`config.mk`:
```
export PLATFORM = sky130hd
export DESIGN_NAME = pcm_pwr_admit
export DESIGN_NICKNAME = d
export VERILOG_FILES = /design/src/rtl/pb_pkg.sv /design/src/rtl/pb_route.sv /design/src/rtl/pb_slot_pick.sv /design/src/rtl/pb_ledger.sv /design/src/rtl/pcm_pwr_admit.sv
export SDC_FILE = /design/constraint.sdc
export NUM_CORES = 1
export LEC_CHECK = 0
export BUFFER_PORTS_ARGS = -buffer_cell sky130_fd_sc_hd__clkbuf_2
export CELL_PAD_IN_SITES_DETAIL_PLACEMENT = 1
export CELL_PAD_IN_SITES_GLOBAL_PLACEMENT = 1
export CORE_UTILIZATION = 47
export DETAILED_ROUTE_END_ITERATION = 10
export GPL_ROUTABILITY_DRIVEN = 0
export PLACE_DENSITY = 0.8
export SYNTH_ARGS = -nofsm -noshare
export SYNTH_HDL_FRONTEND = slang
export SYNTH_HIERARCHICAL = 1
export SYNTH_SLANG_ARGS = --single-unit
```
`constraint.sdc`:
```
create_clock -name clk -period 26.8 [get_ports clk]
set_input_delay 1.34 -clock clk [delete_from_list [all_inputs] [get_ports clk]]
set_output_delay 1.34 -clock clk [all_outputs]
set_load 0.01 [all_outputs]
```
`src/rtl/pb_pkg.sv`:
```
package pb_pkg;
  typedef enum logic {PUMP_LOCAL = 1'b0, PUMP_GLOBAL = 1'b1} pump_sel_e;
endpackage

```
`src/rtl/pb_route.sv`:
```
// Combinational fit test and pump routing for one presented write.
module pb_route #(
  parameter int NCHIP         = 8,
  parameter int CNT_W         = 3,
  parameter int SUMW          = 7,
  parameter int LOCAL_BUDGET  = 4,
  parameter int GLOBAL_BUDGET = 4,
  parameter int DIMM_BUDGET   = 24
) (
  input  logic [NCHIP*CNT_W-1:0] req_cnt,
  input  logic [NCHIP*SUMW-1:0]  loc_used,
  input  logic [SUMW-1:0]        gbl_used,
  input  logic [SUMW-1:0]        tot_used,
  output logic                   fits,
  output logic [NCHIP-1:0]       src
);
  import pb_pkg::*;

  localparam logic [SUMW-1:0] LB = SUMW'(LOCAL_BUDGET);
  localparam logic [SUMW-1:0] GB = SUMW'(GLOBAL_BUDGET);
  localparam logic [SUMW-1:0] DB = SUMW'(DIMM_BUDGET);

  logic [SUMW-1:0] rem;
  logic [SUMW-1:0] cnt;
  logic [SUMW-1:0] sum;
  logic            cover_ok;

  // Overflowing chips are offered to the shared pump lowest index first.
  always_comb begin
    rem      = GB - gbl_used;
    sum      = '0;
    cnt      = '0;
    cover_ok = 1'b1;
    src      = '0;
    for (int i = 0; i < NCHIP; i++) begin
      cnt = SUMW'(req_cnt[i*CNT_W +: CNT_W]);
      sum = sum + cnt;
      if (loc_used[i*SUMW +: SUMW] + cnt > LB) begin
        if (cnt <= rem) begin
          src[i] = PUMP_GLOBAL;
          rem    = rem - cnt;
        end else begin
          cover_ok = 1'b0;
        end
      end
    end
    fits = cover_ok && (tot_used + sum <= DB);
  end
endmodule

```
`src/rtl/pb_slot_pick.sv`:
```
// Lowest-index free slot finder.
module pb_slot_pick #(
  parameter int NSLOT = 4,
  parameter int SLW   = 2
) (
  input  logic [NSLOT-1:0] busy,
  output logic             any_free,
  output logic [SLW-1:0]   idx
);
  always_comb begin
    any_free = 1'b0;
    idx      = '0;
    for (int s = NSLOT - 1; s >= 0; s--) begin
      if (!busy[s]) begin
        any_free = 1'b1;
        idx      = SLW'(s);
      end
    end
  end
endmodule

```
`src/rtl/pb_ledger.sv`:
```
// Reservation state: per-chip local usage, shared usage, per-slot records.
module pb_ledger #(
  parameter int NCHIP = 8,
  parameter int CNT_W = 3,
  parameter int SUMW  = 7,
  parameter int NSLOT = 4,
  parameter int SLW   = 2
) (
  input  logic                   clk,
  input  logic                   rst_n,
  input  logic                   admit,
  input  logic [NCHIP*CNT_W-1:0] adm_cnt,
  input  logic [NCHIP-1:0]       adm_src,
  input  logic [SLW-1:0]         adm_slot,
  input  logic                   done_valid,
  input  logic [SLW-1:0]         done_slot,
  output logic [NCHIP*SUMW-1:0]  loc_used,
  output logic [SUMW-1:0]        gbl_used,
  output logic [NSLOT-1:0]       slot_busy
);
  import pb_pkg::*;

  logic [NCHIP*CNT_W-1:0] tab_cnt [NSLOT];
  logic [NCHIP-1:0]       tab_src [NSLOT];
  logic [SUMW-1:0]        loc_q [NCHIP];
  logic [SUMW-1:0]        loc_d [NCHIP];
  logic [SUMW-1:0]        gbl_q, gbl_d;
  logic [NSLOT-1:0]       busy_q, busy_d;
  logic                   rel;
  logic [NCHIP*CNT_W-1:0] rel_cnt;
  logic [NCHIP-1:0]       rel_src;
  logic [SUMW-1:0]        c_in, c_out;

  assign rel     = done_valid && (int'(done_slot) < NSLOT) && busy_q[done_slot];
  assign rel_cnt = rel ? tab_cnt[done_slot] : '0;
  assign rel_src = rel ? tab_src[done_slot] : '0;

  always_comb begin
    gbl_d  = gbl_q;
    busy_d = busy_q;
    c_in   = '0;
    c_out  = '0;
    for (int i = 0; i < NCHIP; i++) begin
      loc_d[i] = loc_q[i];
      c_in     = admit ? SUMW'(adm_cnt[i*CNT_W +: CNT_W]) : '0;
      c_out    = SUMW'(rel_cnt[i*CNT_W +: CNT_W]);
      if (adm_src[i] == PUMP_GLOBAL) gbl_d = gbl_d + c_in;
      else                           loc_d[i] = loc_d[i] + c_in;
      if (rel_src[i] == PUMP_GLOBAL) gbl_d = gbl_d - c_out;
      else                           loc_d[i] = loc_d[i] - c_out;
    end
    if (admit) busy_d[adm_slot]  = 1'b1;
    if (rel)   busy_d[done_slot] = 1'b0;
  end

  always_ff @(posedge clk) begin
    if (!rst_n) begin
      gbl_q  <= '0;
      busy_q <= '0;
      for (int i = 0; i < NCHIP; i++) loc_q[i] <= '0;
    end else begin
      gbl_q  <= gbl_d;
      busy_q <= busy_d;
      for (int i = 0; i < NCHIP; i++) loc_q[i] <= loc_d[i];
    end
  end

  always_ff @(posedge clk) begin
    if (admit) begin
      tab_cnt[adm_slot] <= adm_cnt;
      tab_src[adm_slot] <= adm_src;
    end
  end

  for (genvar g = 0; g < NCHIP; g++) begin : g_flat
    assign loc_used[g*SUMW +: SUMW] = loc_q[g];
  end
  assign gbl_used  = gbl_q;
  assign slot_busy = busy_q;
endmodule

```
`src/rtl/pcm_pwr_admit.sv`:
```
// Top: per-chip pump budget admission with a shared overflow pump.
module pcm_pwr_admit #(
  parameter int NCHIP         = 8,
  parameter int CNT_W         = 3,
  parameter int LOCAL_BUDGET  = 4,
  parameter int GLOBAL_BUDGET = LOCAL_BUDGET,
  parameter int DIMM_BUDGET   = 24,
  parameter int NSLOT         = 4,
  parameter int SUMW          = $clog2(DIMM_BUDGET + NCHIP * ((1 << CNT_W) - 1) + 1),
  parameter int SLW           = (NSLOT > 1) ? $clog2(NSLOT) : 1
) (
  input  logic                   clk,
  input  logic                   rst_n,
  input  logic                   req_valid,
  output logic                   req_ready,
  input  logic [NCHIP*CNT_W-1:0] req_cnt,
  output logic                   admit,
  output logic [NCHIP-1:0]       adm_src,
  output logic [SLW-1:0]         adm_slot,
  input  logic                   done_valid,
  input  logic [SLW-1:0]         done_slot
);
  logic [NCHIP*SUMW-1:0] loc_used;
  logic [SUMW-1:0]       gbl_used;
  logic [SUMW-1:0]       tot_used;
  logic [NSLOT-1:0]      slot_busy;
  logic                  fits;
  logic                  any_free;
  logic [NCHIP-1:0]      src;
  logic [SLW-1:0]        free_idx;

  always_comb begin
    tot_used = gbl_used;
    for (int i = 0; i < NCHIP; i++) tot_used = tot_used + loc_used[i*SUMW +: SUMW];
  end

  pb_route #(
    .NCHIP(NCHIP), .CNT_W(CNT_W), .SUMW(SUMW), .LOCAL_BUDGET(LOCAL_BUDGET),
    .GLOBAL_BUDGET(GLOBAL_BUDGET), .DIMM_BUDGET(DIMM_BUDGET)
  ) u_route (
    .req_cnt(req_cnt), .loc_used(loc_used), .gbl_used(gbl_used),
    .tot_used(tot_used), .fits(fits), .src(src)
  );

  pb_slot_pick #(.NSLOT(NSLOT), .SLW(SLW)) u_pick (
    .busy(slot_busy), .any_free(any_free), .idx(free_idx)
  );

  assign req_ready = fits && any_free;
  assign admit     = req_valid && req_ready;
  assign adm_src   = src;
  assign adm_slot  = free_idx;

  pb_ledger #(
    .NCHIP(NCHIP), .CNT_W(CNT_W), .SUMW(SUMW), .NSLOT(NSLOT), .SLW(SLW)
  ) u_ledger (
    .clk(clk), .rst_n(rst_n), .admit(admit), .adm_cnt(req_cnt),
    .adm_src(adm_src), .adm_slot(adm_slot), .done_valid(done_valid),
    .done_slot(done_slot), .loc_used(loc_used), .gbl_used(gbl_used),
    .slot_busy(slot_busy)
  );
endmodule

```
Yosys cells after proc, flatten, opt, wreduce, memory -nomap -nowiden. Memories as Yosys holds them, arrays and structs flattened. Cells that the tools add are included.

Register bits: 11. Bits in writable memories: 184. Input port bits: 30. Output and inout port bits: 12. Memories kept: 3.

Memory list: u_ledger.tab_cnt (words 4, bits a word 24, rd ports 1, clocked after memory_dff 0, wr ports 1, line pb_ledger.sv:23) `logic [NCHIP*CNT_W-1:0] tab_cnt [NSLOT];`; u_ledger.loc_q (words 8, bits a word 7, rd ports 8, clocked after memory_dff 0, wr ports 8, line pb_ledger.sv:25) `logic [SUMW-1:0] loc_q [NCHIP];`; u_ledger.tab_src (words 4, bits a word 8, rd ports 1, clocked after memory_dff 0, wr ports 1, line pb_ledger.sv:24) `logic [NCHIP-1:0] tab_src [NSLOT];`.

$add $sub $neg: 64. Order comparisons: 21. Mux-type cells: 115. Bitwise operators: 11. Reduce and logical (&&, ||, !) cells: 6.

Operators by type and width (number): 2-to-1 mux 7 bit (54); adder 7 bit (25); subtractor 7 x 3 -> 7 bit (23); adder 7 x 3 -> 7 bit (14); greater-than comparator 7 x 3 -> 1 bit (second input constant) (8); <= comparator 3 x 7 -> 1 bit (8); 2-to-1 mux 1 bit (42); 2-to-1 mux 24 bit (1); 2-to-1 mux 3 bit (8); 2-to-1 mux 2 bit (4); 2-to-1 mux 4 bit (2); 2-to-1 mux 8 bit (1); bitwise OR 1 bit (8); <= comparator 7 x 5 -> 1 bit (second input constant) (1); subtractor 3 x 7 -> 7 bit (first input constant) (1); logical AND 1 bit (6); < comparator 2 x 3 -> 1 bit (second input constant) (2); adder 3 x 3 -> 4 bit (1); AND 4 bit (1); demux 1 bit (select 2 bit) (2); >= comparator 2 x 1 -> 1 bit (second input constant) (2); inverter 4 bit (1); bitwise OR 4 bit (1); binary-select mux 1 bit (select 2 bit) (1).

Logic depth before layout (Yosys ltp).
Depth in word-level cells: 61. Gate-level depth with buffers: 130. Gate-level depth less buffers: 129.

Hierarchy. The synthesis kept the hierarchy.

By module, submodules not included: pb_ledger (times used 1, cells each 1248, area an instance 13367.8 µm², seq. area each 5185.0 µm²); pb_route (times used 1, cells each 660, area an instance 4989.8 µm², seq. area each 0.0 µm²); pcm_pwr_admit (times used 1, cells each 129, area an instance 1277.5 µm², seq. area each 0.0 µm²); pb_slot_pick (times used 1, cells each 5, area an instance 28.8 µm², seq. area each 0.0 µm²).

Worst setup path after synthesis. Ideal clock, no wire load.

Kind: input to register. Start point: input req_cnt[0]. End point: register u_ledger.gbl_q[6], in the netlist u_ledger/gbl_used[6]. Library setup time: 72 ps. Data arrival time: 27726 ps. Slack: -997 ps. Stages on the path: 107. Path buffers: 1. Path through: ha_1 > inv_1 > fa_1 > xor2_1 > a21oi_1 > a311oi_2 > a22oi_4 > mux2i_1 > inv_1 > ha_1 > and3_1 > nor2_1 > mux2i_1 > nor3_1 > a41oi_1 > mux2_2 > ha_1 > nand2b_1 > [71 not listed] > fa_1 > nor2b_1 > o21ai_0 > o21ai_0 > nor2_1 > ha_1 > xor2_1 > nand2_1 > o31ai_1 > ha_1 > nand2b_1 > and3_1 > nand2_1 > a2111oi_2 > nor3_1 > mux2_2 > or2_0 > mux2i_1.

Elaborated cells between the ends (all ways): 114.

RTL lines: start: declaration (line pcm_pwr_admit.sv:16) `input logic [NCHIP*CNT_W-1:0] req_cnt,`; adder 7 x 3 -> 7 bit / <= comparator 3 x 7 -> 1 bit (equally long branches) (line pb_route.sv:38, pb_route.sv:39); greater-than comparator 7 x 3 -> 1 bit / 2-to-1 mux 1 bit (equally long branches) (line pb_route.sv:38, pb_route.sv:39); 2-to-1 mux 1 bit * (line pb_route.sv:38) `if (loc_used[i*SUMW +: SUMW] + cnt > LB) begin`; via adm_src[0] (line pcm_pwr_admit.sv:18) `output logic [NCHIP-1:0] adm_src,`; 2-to-1 mux 7 bit * (line pb_ledger.sv:47) `if (adm_src[i] == PUMP_GLOBAL) gbl_d = gbl_d + c_in;`; subtractor 7 x 3 -> 7 bit (line pb_ledger.sv:49) `if (rel_src[i] == PUMP_GLOBAL) gbl_d = gbl_d - c_out;`; 2-to-1 mux 7 bit * (line pb_ledger.sv:49); adder 7 bit (line pb_ledger.sv:47); [19 not listed]; adder 7 bit (line pb_ledger.sv:47); 2-to-1 mux 7 bit * (line pb_ledger.sv:47); subtractor 7 x 3 -> 7 bit (line pb_ledger.sv:49); 2-to-1 mux 7 bit * (line pb_ledger.sv:49); adder 7 bit (line pb_ledger.sv:47); 2-to-1 mux 7 bit * (line pb_ledger.sv:47); subtractor 7 x 3 -> 7 bit (line pb_ledger.sv:49); 2-to-1 mux 7 bit * (line pb_ledger.sv:49); end signal: assignment (line pb_ledger.sv:62) `gbl_q <= gbl_d;`; end: declaration (line pb_ledger.sv:27) `logic [SUMW-1:0] gbl_q, gbl_d;`.

The timed path passes the listed nets; every way through them passes the cells marked *. A chain may end at the register's enable or synchronous reset.

Final worst setup path.
Start point: input req_cnt[0]. End point: register u_ledger.gbl_q[6], in the netlist u_ledger/gbl_used[6].

Cells in the longest elaborated chain, start to end: 60. Elaborated cells between the ends (all ways): 114.

Ends and longest elaborated chain: adder 7 x 3 -> 7 bit (tied with other cells) (line pb_route.sv:38); greater-than comparator 7 x 3 -> 1 bit / 2-to-1 mux 7 bit (equally long branches) (line pb_route.sv:38, pb_route.sv:39); 2-to-1 mux 7 bit (line pb_route.sv:38); subtractor 7 x 3 -> 7 bit / <= comparator 3 x 7 -> 1 bit (equally long branches) (line pb_route.sv:41, pb_route.sv:39); 2-to-1 mux 7 bit (line pb_route.sv:39) `if (cnt <= rem) begin`; 2-to-1 mux 7 bit (line pb_route.sv:38); subtractor 7 x 3 -> 7 bit / <= comparator 3 x 7 -> 1 bit (equally long branches) (line pb_route.sv:41, pb_route.sv:39); 2-to-1 mux 7 bit (line pb_route.sv:39); [17 not listed]; via fits (line pcm_pwr_admit.sv:27) `logic fits;`; [27 not listed]; adder 7 bit (line pb_ledger.sv:47); 2-to-1 mux 7 bit (line pb_ledger.sv:47); subtractor 7 x 3 -> 7 bit (line pb_ledger.sv:49); 2-to-1 mux 7 bit (line pb_ledger.sv:49); adder 7 bit (line pb_ledger.sv:47); 2-to-1 mux 7 bit * (line pb_ledger.sv:47); subtractor 7 x 3 -> 7 bit (line pb_ledger.sv:49); 2-to-1 mux 7 bit * (line pb_ledger.sv:49).

Marked as above.

==> summary.md <==
| Metric | Value |
|---|---|
| Status | complete, but fails checks |
| Failing checks | design-rule violations |
| Post-synth ARST share | 0 |
| CTS sink count | 195 |
| F_max | 38.1 MHz |
| Largest net degree at the start of global routing | 36 |
| CP arrival | 26.66 ns |
| Top cells by area, synth | edfxtp_1 20%, fa_1 11%, ha_1 10%, dfxtp_1 6.8%, xnor2_1 4.9% |
| Vias/cell | 6.17 |
| Initial antenna violation count | 1 |
| Initial DRT Pass Iterations | 8 |
| Slew Limit Fails | 0 |
| Post-route ant nets | 0 |
| CTS max path bufs | 2 |
| GRT Total Usage | 0.304 |
| Number of global-route vias before repair | 17,400 |
| Wire per inst | 24.3 um |
| Critical path class | in -> reg |
| Final core occ | 0.539 |
| Reg2Reg Depth | 122 |
| Fraction of layout instances using a drive strength above 1 | 0.163 |
| Slew @ Worst Pin | 1.14 ns |
| WL final | 65,100 um |
| Crit path capture type | register |
| Slowest CP cell | ha_1 |
| Hold slack | 0.564 ns |
| Dpl hpwl | 47,800 um |
| Die Ht | 207 um |
| Syn Area/Cell | 9.63 um2 |
| Cts bufs inserted | 17 |
| Root buf cell | clkbuf_16 |
| Worst-path clk slew | 0.09 ns |
| Vias | 16,500 |
| Nets | 2,430 |
| Die width | 207 um |
| Bufs and invs on worst path | 7 |
| Mapped Area | 19,700 um2 |
| Crit path depth | 122 |
| Post-synth top area cell | edfxtp_1 |
| Worst-path maximum fanout | 6 |
| Max-cap violations | 0 |
| Final setup viols | 0 |
| Iter 0 DRT Violations | 1,010 |
| Ys flop type | edfxtp_1 |
| Min-Delay Path Class | reg -> reg |
| WP data required | 27.21 ns |
| Worst hold path depth | 1 |
| CTS Hold Bufs | 0 |
| Post-route minimum period | 26.25 ns |
| Tcrit/Tclk final | 0.979 |
| Unique masters post-synth | 116 |
| Startpoint types | primary input |
| Final Hold Fails | 0 |
| GRT Residual Overflow | 0 |
| Register bit total from synthesis | 195 |
| First-pass GRT wire length | 98,300 um |
| Number of synthesized flops with an enable pin | 128 |
| Synth warnings | 6 |
| Die area | 42,700 um2 |
| Buffers on Ports | 41 |
| CTS tree | yes |
| Core ar. | 41,000 um2 |
| Kind of cell adding the most delay to the critical path | adder cells |
| Cell Rows | 74 |
| Worst Clk Skew | 0.0136 ns |
| Clock Latency Late Sink | 0.47 ns |
| Initial Utilization | 0.479 |
| Max transition margin | 0.237 |
| Synthesis-to-layout area growth | 12.5% |
| Crit-path max cell delay | 0.40 ns |
| Post-synthesis sequential area ratio | 0.264 |
| Post-Synthesis Cells | 2,042 |
| Htree depth | 4 |
| Mapped Nets | 2,334 |
| Synth top area share | 0.195 |
| DRC Markers | 4 |
| I/O pin cnt | 42 |
-- final cells by class --
type / instances / area, um2
timing repair buffer: 122 / 836
sequential: 195 / 5180
clock inverter: 15 / 176
tap: 532 / 666
inverter: 200 / 751
clock buffer: 17 / 425
antenna: 1 / 2.50
multi-input combinational: 1602 / 14100
fill: 4585 / 18900
-- cells in the mapped netlist (all sizes together) (16+ instances only) --
cell / number
o211ai: 21
nand2b: 23
a211oi: 17
edfxtp: 128
and3: 20
mux2i: 54
xor2: 52
inv: 200
nor2: 156
mux4: 22
a21o: 42
nand2: 139
nor2b: 50
ha: 157
a31oi: 16
nor3b: 22
fa: 105
clkbuf: 37
mux2: 46
and2: 51
o21a: 20
nand4: 24
nor3: 51
o21ai: 93
xnor2: 121
nand3: 34
dfxtp: 67
a21oi: 110
-- per-layer routing --
| layer | track usage | vias to the layer above | routed length, um |
|---|---|---|---|
| met5 | 0 | - | 16 |
| met4 | 0.118 | 2 | 2060 |
| met3 | 0.0556 | 127 | 3800 |
| met2 | 0.516 | 508 | 31800 |
| met1 | 0.384 | 8473 | 27400 |
| li1 | - | 7439 | - |
-- worst paths after layout --
kind                              start               endpoint  slack (ns)
setup / recovery             req_cnt[0]   u_ledger/gbl_used[6]        0.55
hold / removal    u_ledger/slot_busy[0]  u_ledger/slot_busy[0]        0.56
setup reg to reg   u_ledger/gbl_used[0]   u_ledger/gbl_used[6]        0.72
hold reg to reg   u_ledger/slot_busy[0]  u_ledger/slot_busy[0]        0.56
-- state kept, by name, indices dropped and copies added (netlist names) --
signal and cells:
u_ledger/loc_q 56, u_ledger/gbl_used 7, u_ledger/tab_cnt 96, u_ledger/slot_busy 4, u_ledger/tab_src 32
-- metrics by stage --
stage          instances  area [um2]  setup slack [ns]  setup TNS, ns
2_1_floorplan       2042       19700            0.0412              0
3_3_place_gp        2618       20800            -0.237         -0.237
3_5_place_dp        2618       20800             -1.73          -5.73
4_1_cts             2659       21600            0.0408              0
5_1_grt             2683       22100            -0.405         -0.447
6_report            2684       22100             0.551              0
-- cells in the final DEF, fill, tap and decap left out, types with 50 or more instances in the layout --
master	synthesis	layout
a21oi_1	107	100
buf_4	1	76
dfxtp_1	67	67
edfxtp_1	128	128
fa_1	105	104
ha_1	157	142
inv_1	199	199
nand2_1	138	136
nor2_1	153	150
nor3_1	51	50
o21ai_0	79	69
xnor2_1	111	110
-- cells by family (layout without fill, tap and decap cells) --
logic type / count (synthesis) / count (layout) / synth area share
adders and majority gates: 264 / 264 / 0.208
xor gates and xnor gates: 180 / 180 / 0.0934
muxes: 122 / 122 / 0.0790
AOI/OAI and AO/OA: 409 / 409 / 0.144
buffers and inverters: 245 / 354 / 0.0474
other: 0 / 1 / 0
DFF: 195 / 195 / 0.264
and+or+nand+nor: 627 / 627 / 0.164
-- timing repair --
action / in CTS / in global routing
endpoints found under the setup margin: 6 / 6
resized for setup: 30 / 63
cloned: 0 / 1
pin swaps: 8 / 20
setup buffers: 9 / 22
Power is left out: the tool's default activity adds up to more than one toggle a clock period on the data nets, which glitch-free logic cannot reach.
